$ cat config.mk
export PLATFORM = sky130hd
export DESIGN_NAME = xc_cache
export DESIGN_NICKNAME = d
export VERILOG_FILES = /design/src/rtl/xc_pkg.sv /design/src/rtl/xc_entry.sv /design/src/rtl/xc_victim.sv /design/src/rtl/xc_cache.sv
export SDC_FILE = /design/constraint.sdc
export NUM_CORES = 2
export LEC_CHECK = 0
export BUFFER_PORTS_ARGS = -buffer_cell sky130_fd_sc_hd__buf_4
export CORE_UTILIZATION = 40
export DETAILED_ROUTE_END_ITERATION = 8
export HOLD_SLACK_MARGIN = 0.03
export SYNTH_ARGS = -nofsm -noshare
export SYNTH_HDL_FRONTEND = slang
export SYNTH_SLANG_ARGS = --single-unit
$ cat constraint.sdc
create_clock -name clk -period 13.6 [get_ports clk]
set_input_delay 0.68 -clock clk [delete_from_list [all_inputs] [get_ports clk]]
set_output_delay 0.68 -clock clk [all_outputs]
set_load 0.01 [all_outputs]
$ cat src/rtl/xc_pkg.sv
package xc_pkg;

    parameter int XC_ENTRIES = 8;
    parameter int DOM_W      = 4;
    parameter int RID_W      = 8;
    parameter int VPN_W      = 36;
    parameter int PPN_W      = 28;
    parameter int LVL_W      = 9;   // page-number bits resolved per table level

    typedef enum logic [1:0] {
        PG_4K   = 2'd0,
        PG_2M   = 2'd1,
        PG_1G   = 2'd2,
        PG_RSVD = 2'd3
    } pg_size_e;

    typedef enum logic [1:0] {
        INV_ALL  = 2'd0,
        INV_DOM  = 2'd1,
        INV_RID  = 2'd2,
        INV_PAGE = 2'd3
    } inv_kind_e;

    typedef struct packed {
        logic [DOM_W-1:0] dom;
        logic [RID_W-1:0] rid;
        logic [VPN_W-1:0] vpn;
        logic [PPN_W-1:0] ppn;
        pg_size_e         size;
        logic [1:0]       perm;
    } entry_t;

    // Ones on the virtual page bits a mapping of this size does not compare.
    function automatic logic [VPN_W-1:0] vpn_low_mask(pg_size_e s);
        logic [VPN_W-1:0] m;
        m = '0;
        case (s)
            PG_2M:   m[LVL_W-1:0]   = '1;
            PG_1G:   m[2*LVL_W-1:0] = '1;
            default: m = '0;
        endcase
        return m;
    endfunction

    function automatic logic [PPN_W-1:0] ppn_low_mask(pg_size_e s);
        logic [PPN_W-1:0] m;
        m = '0;
        case (s)
            PG_2M:   m[LVL_W-1:0]   = '1;
            PG_1G:   m[2*LVL_W-1:0] = '1;
            default: m = '0;
        endcase
        return m;
    endfunction

    // Physical page of a hit: stored base plus the request's in-page offset.
    function automatic logic [PPN_W-1:0] merge_ppn(logic [PPN_W-1:0] base,
                                                   logic [VPN_W-1:0] vpn,
                                                   pg_size_e s);
        logic [PPN_W-1:0] m;
        m = ppn_low_mask(s);
        return (base & ~m) | (vpn[PPN_W-1:0] & m);
    endfunction

endpackage

$ cat src/rtl/xc_entry.sv
module xc_entry
    import xc_pkg::*;
(
    input  logic             clk,
    input  logic             rst,
    input  logic             wr_en,
    input  entry_t           wr_data,
    input  logic [DOM_W-1:0] lk_dom,
    input  logic [VPN_W-1:0] lk_vpn,
    input  logic [DOM_W-1:0] fl_dom,
    input  logic [VPN_W-1:0] fl_vpn,
    input  pg_size_e         fl_size,
    input  logic             inv_en,
    input  inv_kind_e        inv_kind,
    input  logic [DOM_W-1:0] inv_dom,
    input  logic [RID_W-1:0] inv_rid,
    input  logic [VPN_W-1:0] inv_vpn,
    output logic             vld,
    output logic             lk_match,
    output logic             dup_match,
    output logic             kill,
    output entry_t           data
);

    logic [VPN_W-1:0] low_m;
    logic             sel;

    assign low_m = vpn_low_mask(data.size);

    always_comb begin
        lk_match  = vld && (data.dom == lk_dom) && ((lk_vpn & ~low_m) == data.vpn);
        dup_match = vld && (data.dom == fl_dom) && (data.size == fl_size)
                        && (data.vpn == fl_vpn);
    end

    always_comb begin
        case (inv_kind)
            INV_ALL:  sel = 1'b1;
            INV_DOM:  sel = (data.dom == inv_dom);
            INV_RID:  sel = (data.rid == inv_rid);
            INV_PAGE: sel = (data.dom == inv_dom) && ((inv_vpn & ~low_m) == data.vpn);
            default:  sel = 1'b0;
        endcase
        kill = inv_en && vld && sel;
    end

    // Fill wins over a same-cycle invalidation of this slot.
    always_ff @(posedge clk) begin
        if (rst)        vld <= 1'b0;
        else if (wr_en) vld <= 1'b1;
        else if (kill)  vld <= 1'b0;
    end

    always_ff @(posedge clk) begin
        if (wr_en) data <= wr_data;
    end

endmodule

$ cat src/rtl/xc_victim.sv
module xc_victim #(
    parameter int N  = 8,
    parameter int IW = 3
) (
    input  logic          clk,
    input  logic          rst,
    input  logic          fill_valid,
    input  logic [N-1:0]  valid_vec,
    input  logic [N-1:0]  dup_vec,
    output logic [IW-1:0] sel
);

    logic [IW-1:0] ptr;
    logic [IW-1:0] dup_idx;
    logic [IW-1:0] free_idx;
    logic          dup_any;
    logic          free_any;

    always_comb begin
        dup_any  = 1'b0;
        free_any = 1'b0;
        dup_idx  = '0;
        free_idx = '0;
        for (int i = N - 1; i >= 0; i--) begin
            if (dup_vec[i]) begin
                dup_any = 1'b1;
                dup_idx = IW'(i);
            end
            if (!valid_vec[i]) begin
                free_any = 1'b1;
                free_idx = IW'(i);
            end
        end
        sel = dup_any ? dup_idx : (free_any ? free_idx : ptr);
    end

    always_ff @(posedge clk) begin
        if (rst) begin
            ptr <= '0;
        end else if (fill_valid && !dup_any && !free_any) begin
            ptr <= (ptr == IW'(N - 1)) ? '0 : ptr + 1'b1;
        end
    end

endmodule

$ cat src/rtl/xc_cache.sv
module xc_cache
    import xc_pkg::*;
#(
    parameter int NUM_ENTRIES = XC_ENTRIES
) (
    input  logic             clk,
    input  logic             rst,
    input  logic             lk_valid,
    input  logic [DOM_W-1:0] lk_dom,
    input  logic [VPN_W-1:0] lk_vpn,
    input  logic             lk_write,
    input  logic             fill_valid,
    input  logic [DOM_W-1:0] fill_dom,
    input  logic [RID_W-1:0] fill_rid,
    input  logic [VPN_W-1:0] fill_vpn,
    input  logic [PPN_W-1:0] fill_ppn,
    input  logic [1:0]       fill_size,
    input  logic [1:0]       fill_perm,
    input  logic             inv_valid,
    input  logic [1:0]       inv_kind,
    input  logic [DOM_W-1:0] inv_dom,
    input  logic [RID_W-1:0] inv_rid,
    input  logic [VPN_W-1:0] inv_vpn,
    output logic             rsp_valid,
    output logic             rsp_hit,
    output logic [PPN_W-1:0] rsp_ppn,
    output logic [1:0]       rsp_size,
    output logic [1:0]       rsp_perm,
    output logic             rsp_allow
);

    localparam int IDX_W = (NUM_ENTRIES > 1) ? $clog2(NUM_ENTRIES) : 1;

    logic [NUM_ENTRIES-1:0] valid_vec;
    logic [NUM_ENTRIES-1:0] match_vec;
    logic [NUM_ENTRIES-1:0] dup_vec;
    logic [NUM_ENTRIES-1:0] kill_vec;
    entry_t                 ent [NUM_ENTRIES];
    entry_t                 fill_ent;
    pg_size_e               fsz;
    logic [IDX_W-1:0]       victim;
    logic [IDX_W-1:0]       hit_idx;
    logic                   hit_any;
    entry_t                 hit_ent;

    assign fsz = pg_size_e'(fill_size);

    always_comb begin
        fill_ent.dom  = fill_dom;
        fill_ent.rid  = fill_rid;
        fill_ent.vpn  = fill_vpn & ~vpn_low_mask(fsz);
        fill_ent.ppn  = fill_ppn & ~ppn_low_mask(fsz);
        fill_ent.size = fsz;
        fill_ent.perm = fill_perm;
    end

    xc_victim #(
        .N  (NUM_ENTRIES),
        .IW (IDX_W)
    ) u_victim (
        .clk        (clk),
        .rst        (rst),
        .fill_valid (fill_valid),
        .valid_vec  (valid_vec),
        .dup_vec    (dup_vec),
        .sel        (victim)
    );

    for (genvar g = 0; g < NUM_ENTRIES; g++) begin : g_ent
        xc_entry u_entry (
            .clk       (clk),
            .rst       (rst),
            .wr_en     (fill_valid && (victim == IDX_W'(g))),
            .wr_data   (fill_ent),
            .lk_dom    (lk_dom),
            .lk_vpn    (lk_vpn),
            .fl_dom    (fill_dom),
            .fl_vpn    (fill_ent.vpn),
            .fl_size   (fsz),
            .inv_en    (inv_valid),
            .inv_kind  (inv_kind_e'(inv_kind)),
            .inv_dom   (inv_dom),
            .inv_rid   (inv_rid),
            .inv_vpn   (inv_vpn),
            .vld       (valid_vec[g]),
            .lk_match  (match_vec[g]),
            .dup_match (dup_vec[g]),
            .kill      (kill_vec[g]),
            .data      (ent[g])
        );
    end

    // Lowest-numbered surviving match answers.
    always_comb begin
        hit_any = 1'b0;
        hit_idx = '0;
        for (int i = NUM_ENTRIES - 1; i >= 0; i--) begin
            if (match_vec[i] && !kill_vec[i]) begin
                hit_any = 1'b1;
                hit_idx = IDX_W'(i);
            end
        end
        hit_ent = ent[hit_idx];
    end

    always_ff @(posedge clk) begin
        if (rst) begin
            rsp_valid <= 1'b0;
            rsp_hit   <= 1'b0;
            rsp_ppn   <= '0;
            rsp_size  <= '0;
            rsp_perm  <= '0;
            rsp_allow <= 1'b0;
        end else begin
            rsp_valid <= lk_valid;
            if (lk_valid && hit_any) begin
                rsp_hit   <= 1'b1;
                rsp_ppn   <= merge_ppn(hit_ent.ppn, lk_vpn, hit_ent.size);
                rsp_size  <= hit_ent.size;
                rsp_perm  <= hit_ent.perm;
                rsp_allow <= lk_write ? hit_ent.perm[1] : hit_ent.perm[0];
            end else begin
                rsp_hit   <= 1'b0;
                rsp_ppn   <= '0;
                rsp_size  <= '0;
                rsp_perm  <= '0;
                rsp_allow <= 1'b0;
            end
        end
    end

endmodule

Yosys cells after proc, flatten, opt, wreduce, memory -nomap -nowiden
Index checks and enable logic that the tools add are counted.

Muxes and demuxes: 106. Reductions and logical operators: 114. Magnitude comparators: 1. Bitwise operators: 34. Equality and inequality tests: 95. $add $sub $neg: 1.

Operator list (number): $eq A36 B36 Y1 (24); $and A36 B36 Y36 (17); $not A18 Y36 (9); $bmux W80 S3 (1); $mux W9 (24); $eq A4 B4 Y1 (24); $and A28 B28 Y28 (3); $logic_and A1 B1 Y1 (83); $mux W3 (27); $eq A8 B8 Y1 (8); $mux W32 (2); $mux W1 (42); $pmux W1 S4 (8); $not A18 Y28 (1); $not A28 Y28 (1); $or A28 B28 Y28 (1); $eq A2 B2 Y1 const B (12); $eq A2 B1 Y1 const B (11); $reduce_or A2 Y1 (11); $mux W10 (2); $eq A2 B2 Y1 (8); $reduce_bool A2 Y1 (8); $eq A3 B3 Y1 const B (5); $logic_not A1 Y1 (10); other kinds (8) (9).

Output and inout port bits: 35. Word-level logic and storage cells: 414. Input bits: 176. Register bits after elaboration: 686.

Longest topological paths before layout
Depth in word-level cells: 31. Gate-level depth with buffers: 22. Depth with buffers taken out: 19.

Hierarchy
Synthesis repeated with hierarchy kept, for this count alone.

Cells, all modules: 3414. Area total of the unflattened synthesis: 39182.6 sq um.

Modules (own cells, without submodules): xc_entry (instances 8, cells an instance 356, sequential area each 2422.3 sq um, area an instance 4390.5 sq um); xc_cache (instances 1, cells an instance 522, sequential area each 700.7 sq um, area an instance 3729.8 sq um); xc_victim (instances 1, cells an instance 44, sequential area each 60.1 sq um, area an instance 329.1 sq um).

Least setup slack after synthesis
Ideal clock, no wire load.

Kind: input port to flip-flop. From: input port fill_size[0]. To: register g_ent[0].u_entry.vld. Slack: 3148 ps. Data arrival time: 10368 ps. Stages on the path: 17. Required time: 13516 ps. Library setup time: 84 ps. Path buffers: 3. Cell sequence: clkbuf_1 > inv_1 > ha_1 > clkbuf_1 > nor2b_1 > clkbuf_1 > xnor2_1 > nand4_1 > a2111oi_0 > nand4_1 > or4_1 > nand2_1 > or3_1 > nor3_1 > a21oi_1 > nor3b_1 > o21ba_2.

RTL lines: start, declared (RTL line xc_cache.sv:17) `input logic [1:0] fill_size,`; end signal, assigned (RTL line xc_entry.sv:49) `if (rst) vld <= 1'b0;`; end signal, assigned (RTL line xc_entry.sv:50) `else if (wr_en) vld <= 1'b1;`; end signal, assigned (RTL line xc_entry.sv:51) `else if (kill) vld <= 1'b0;`; end, declared (RTL line xc_entry.sv:18) `output logic vld,`.

==> impl_metrics.tcl <==
set metrics [dict create \
    synth_area_leader_cell "edfxtp_1" \
    grt_usage_pct 37.4 \
    run_status "finished with violations" \
    hold_viol 0 \
    gp_congestion 1.12 \
    num_vias 33000 \
    syn_inst 3610 \
    tritoncts "done" \
    core-area_sq_mm 0.0986 \
    clock-sinks 686 \
    avgSynthCellArea_sq_um 11.1 \
    ir_worst_vdd_uv 119 \
    antenna_found_initial 21 \
    tightestPinTransition_ps 1550 \
    wire_per_inst_um 38.7 \
    wl_um 194000 \
    cpPeakStageDelay_ps 1140 \
    finalCritPeriodShare_pct 58.2 \
    r2r_slack_ps 5690 \
    synth_edf_count 640 \
    synthToLayoutAreaGrowth_pct 13.1 \
    cts_buffers 78 \
    synthFlopType "edfxtp_1" \
    worstPathMaxFanout 20 \
    dr.pass1.iters 8 \
    critPathLaunchType "flop" \
    grt_pass1_vias 29900 \
    p_leak_nw 15.3 \
    vias_per_cell 6.59 \
    synth_seq_cells 686 \
    nNetsFinal 3833 \
    cts_setup_buffers 0 \
    ios 211 \
    drtAntennaViolNets 0 \
    arrival_ps 8500 \
    grtUsageMet3_pct 12.4 \
    post_dp_cell_area_sq_mm 0.0423 \
    n_fill_cell 9026 \
    grt_remaining_overflow 0 \
    netlist_area_sq_mm 0.0399 \
    synth_cell_types 92 \
    grt_max_degree 64 \
    die_w_um 318 \
    holdBufCountCts 0 \
    violations "max-capacitance violations, max-slew violations" \
    cp-end-kind "flop" \
    final.setup_skew_ps 38.8 \
    crit_type "flop to flop" \
    drc 0 \
    clkLatencyLatePin_ps 680 \
    htreeDepth 3 \
    fin_hold_ws_ps 233 \
    powerDensity_mw_per_mm2 117 \
    gr-usage-met2_pct 52.4 \
    syn_nets 3798 \
    clockBufferDepth 3 \
    die-area_sq_mm 0.101 \
    drv_cap 1 \
    drive_gt1_share_pct 12.2 \
    grt.busiest_layer "met2" \
    min_path_type "primary input to flop" \
    die_height_um 318 \
    grtUsageMet1_pct 50.2 \
    synth_top_area_share_pct 48.2 \
    setup_tns_ps 0 \
    dp_hpwl_um 143000 \
    grt_pass1_wl_um 260000 \
    clk_pin_slew_ps 60 \
    yosys-top-cells-area "edfxtp_1 48%, xor2_1 8.5%, xnor2_1 8.5%" \
    synth_seq_area_share_pct 50.5 \
    multi_input_area_sq_mm 0.0183 \
    cp.required_ps 14180 \
    critPathBufInv 1 \
    async_reset_ff_share_pct 0 \
    path_delay_family "simple AND/OR/NAND/NOR gates" \
    setup_viol 0 \
    cts_resized 0 \
    rsz0062_at_grt "no" \
    drtIter0Drc 5717 \
    initial_core_util_pct 40.5 \
    final_area_sq_mm 0.0451 \
    layout_min_cycle_time_ps 7910 \
    portBuffers 210 \
    relSlewSlack_pct -6.21 \
    ctsRootBufferMaster "clkbuf_16" \
    seq_area_sq_mm 0.0201 \
    rows 115 \
    max_freq_ghz 0.126 \
    worstPathCellList "ha_1 -> a21boi_0 -> a2111oi_0 -> nand4_1 -> nor4_1 -> nand3_1 -> nor4b_2 -> nor2_1 -> a31oi_4 -> inv_1 -> mux2_2 -> ha_1 -> nor3_1 -> a22oi_1 -> o21ai_1 -> a21oi_1 -> o21ai_1" \
    slew_viol_final 2 \
    slowest_stage "nor3_1" \
    synth_warnings 0 \
]
-- synth_stat cells (all sizes together) (10+ instances only) --
library cell / number
o32a: 16
a221oi: 22
o22ai: 57
xor2: 387
o31ai: 22
a211oi: 14
nand3b: 34
ha: 12
o32ai: 26
o2111ai: 19
a2111oi: 40
nor2: 183
nor4bb: 60
and2: 17
a22o: 14
a22oi: 58
nor3: 45
nand2: 142
a31o: 10
or4: 14
o211ai: 11
inv: 86
o21a: 13
nor4: 88
a31oi: 63
nand2b: 54
xnor2: 386
buf: 56
nand4: 105
clkbuf: 248
a21boi: 12
nand3: 60
mux2: 42
edfxtp: 640
dfxtp: 46
mux2i: 71
a21oi: 65
nor2b: 60
o21ai: 204
-- layer usage --
metal  share of wire, %  wire [um]
met1                 39      76100
met5              0.045         88
met3                 13      25800
met4                7.0      13700
met2                 40      78100
-- cells in the final DEF (no fill, tap or decap), drive strengths merged, types with 16 or more instances in the layout --
cell     count
edfxtp     640
xor2       387
xnor2      386
buf        259
o21ai      204
nor2       183
nand2      142
nand4      105
clkbuf     101
inv         94
nor4        88
mux2i       71
a21oi       65
a31oi       63
nor2b       60
nor4bb      60
nand3       60
a22oi       58
o22ai       57
nand2b      54
dfxtp       46
nor3        45
mux2        42
a2111oi     40
nand3b      34
o32ai       26
clkinv      24
a221oi      22
o31ai       22
o2111ai     19
and2        17
o32a        16
-- report_power, final --
| group | switching, W | internal (W) | total [W] |
|---|---|---|---|
| logic | 0.000428 | 0.000181 | 0.000610 |
| clock network | 0.000945 | 0.00135 | 0.00229 |
| registers | 0.0000459 | 0.00235 | 0.00240 |
-- path summary, 6_finish.rpt --
path                                                          start                endpoint  depth (start not counted)
worst max register to register   g_ent[0].u_entry.data[3]$_DFFE_PP_  rsp_ppn[13]$_SDFF_PP0_                         17
worst min register to register  g_ent[4].u_entry.data[20]$_DFFE_PP_  rsp_ppn[16]$_SDFF_PP0_                          2
worst min-delay path                                       lk_write    rsp_allow$_SDFF_PP0_                          2
worst max-delay path             g_ent[0].u_entry.data[3]$_DFFE_PP_  rsp_ppn[13]$_SDFF_PP0_                         17
-- state kept, by name (all words and copies together) (netlist names) --
name                flops
rsp_size                2
g_ent.u_entry.vld       8
rsp_perm                2
rsp_valid               1
rsp_hit                 1
rsp_allow               1
rsp_ppn                28
g_ent.u_entry.data    640
u_victim.ptr            3
-- cell families (layout without fill, tap and decap cells) --
logic type / after synthesis / in the layout / share of synthesized area [%]
flops: 686 / 686 / 50.5
other cells: 0 / 8 / 0
fa+ha+maj: 12 / 12 / 0.376
xor+xnor: 773 / 773 / 17.0
buf+inv: 391 / 492 / 3.86
simple gates: 915 / 915 / 13.0
compound gates: 719 / 719 / 12.3
mux: 114 / 114 / 3.03
-- stage by stage --
step | utilization [%] | worst slack (ps) | std cells | total power, W
6_report | 45.8 | 5690 | 5006 | 0.00530
5_1_grt | 45.8 | 5810 | 5000 | 0.00541
4_1_cts | 45.8 | 6190 | 4998 | 0.00529
3_5_place_dp | 43.0 | 6220 | 4852 | 0.00302
3_3_place_gp | 43.0 | 6280 | 4852 | 0.00302
2_1_floorplan | - | 3150 | 3610 | 0.00274
-- layout make-up --
type	count	area share, %
clock buffer	101	4.74
clock inverter	45	1.45
multi-input combinational	2533	40.6
timing repair buffer	259	4.31
tap	1287	3.57
inverter	87	0.729
antenna	8	0.0443
sequential	686	44.6
Note: power is estimated with default switching activity, not from simulation.
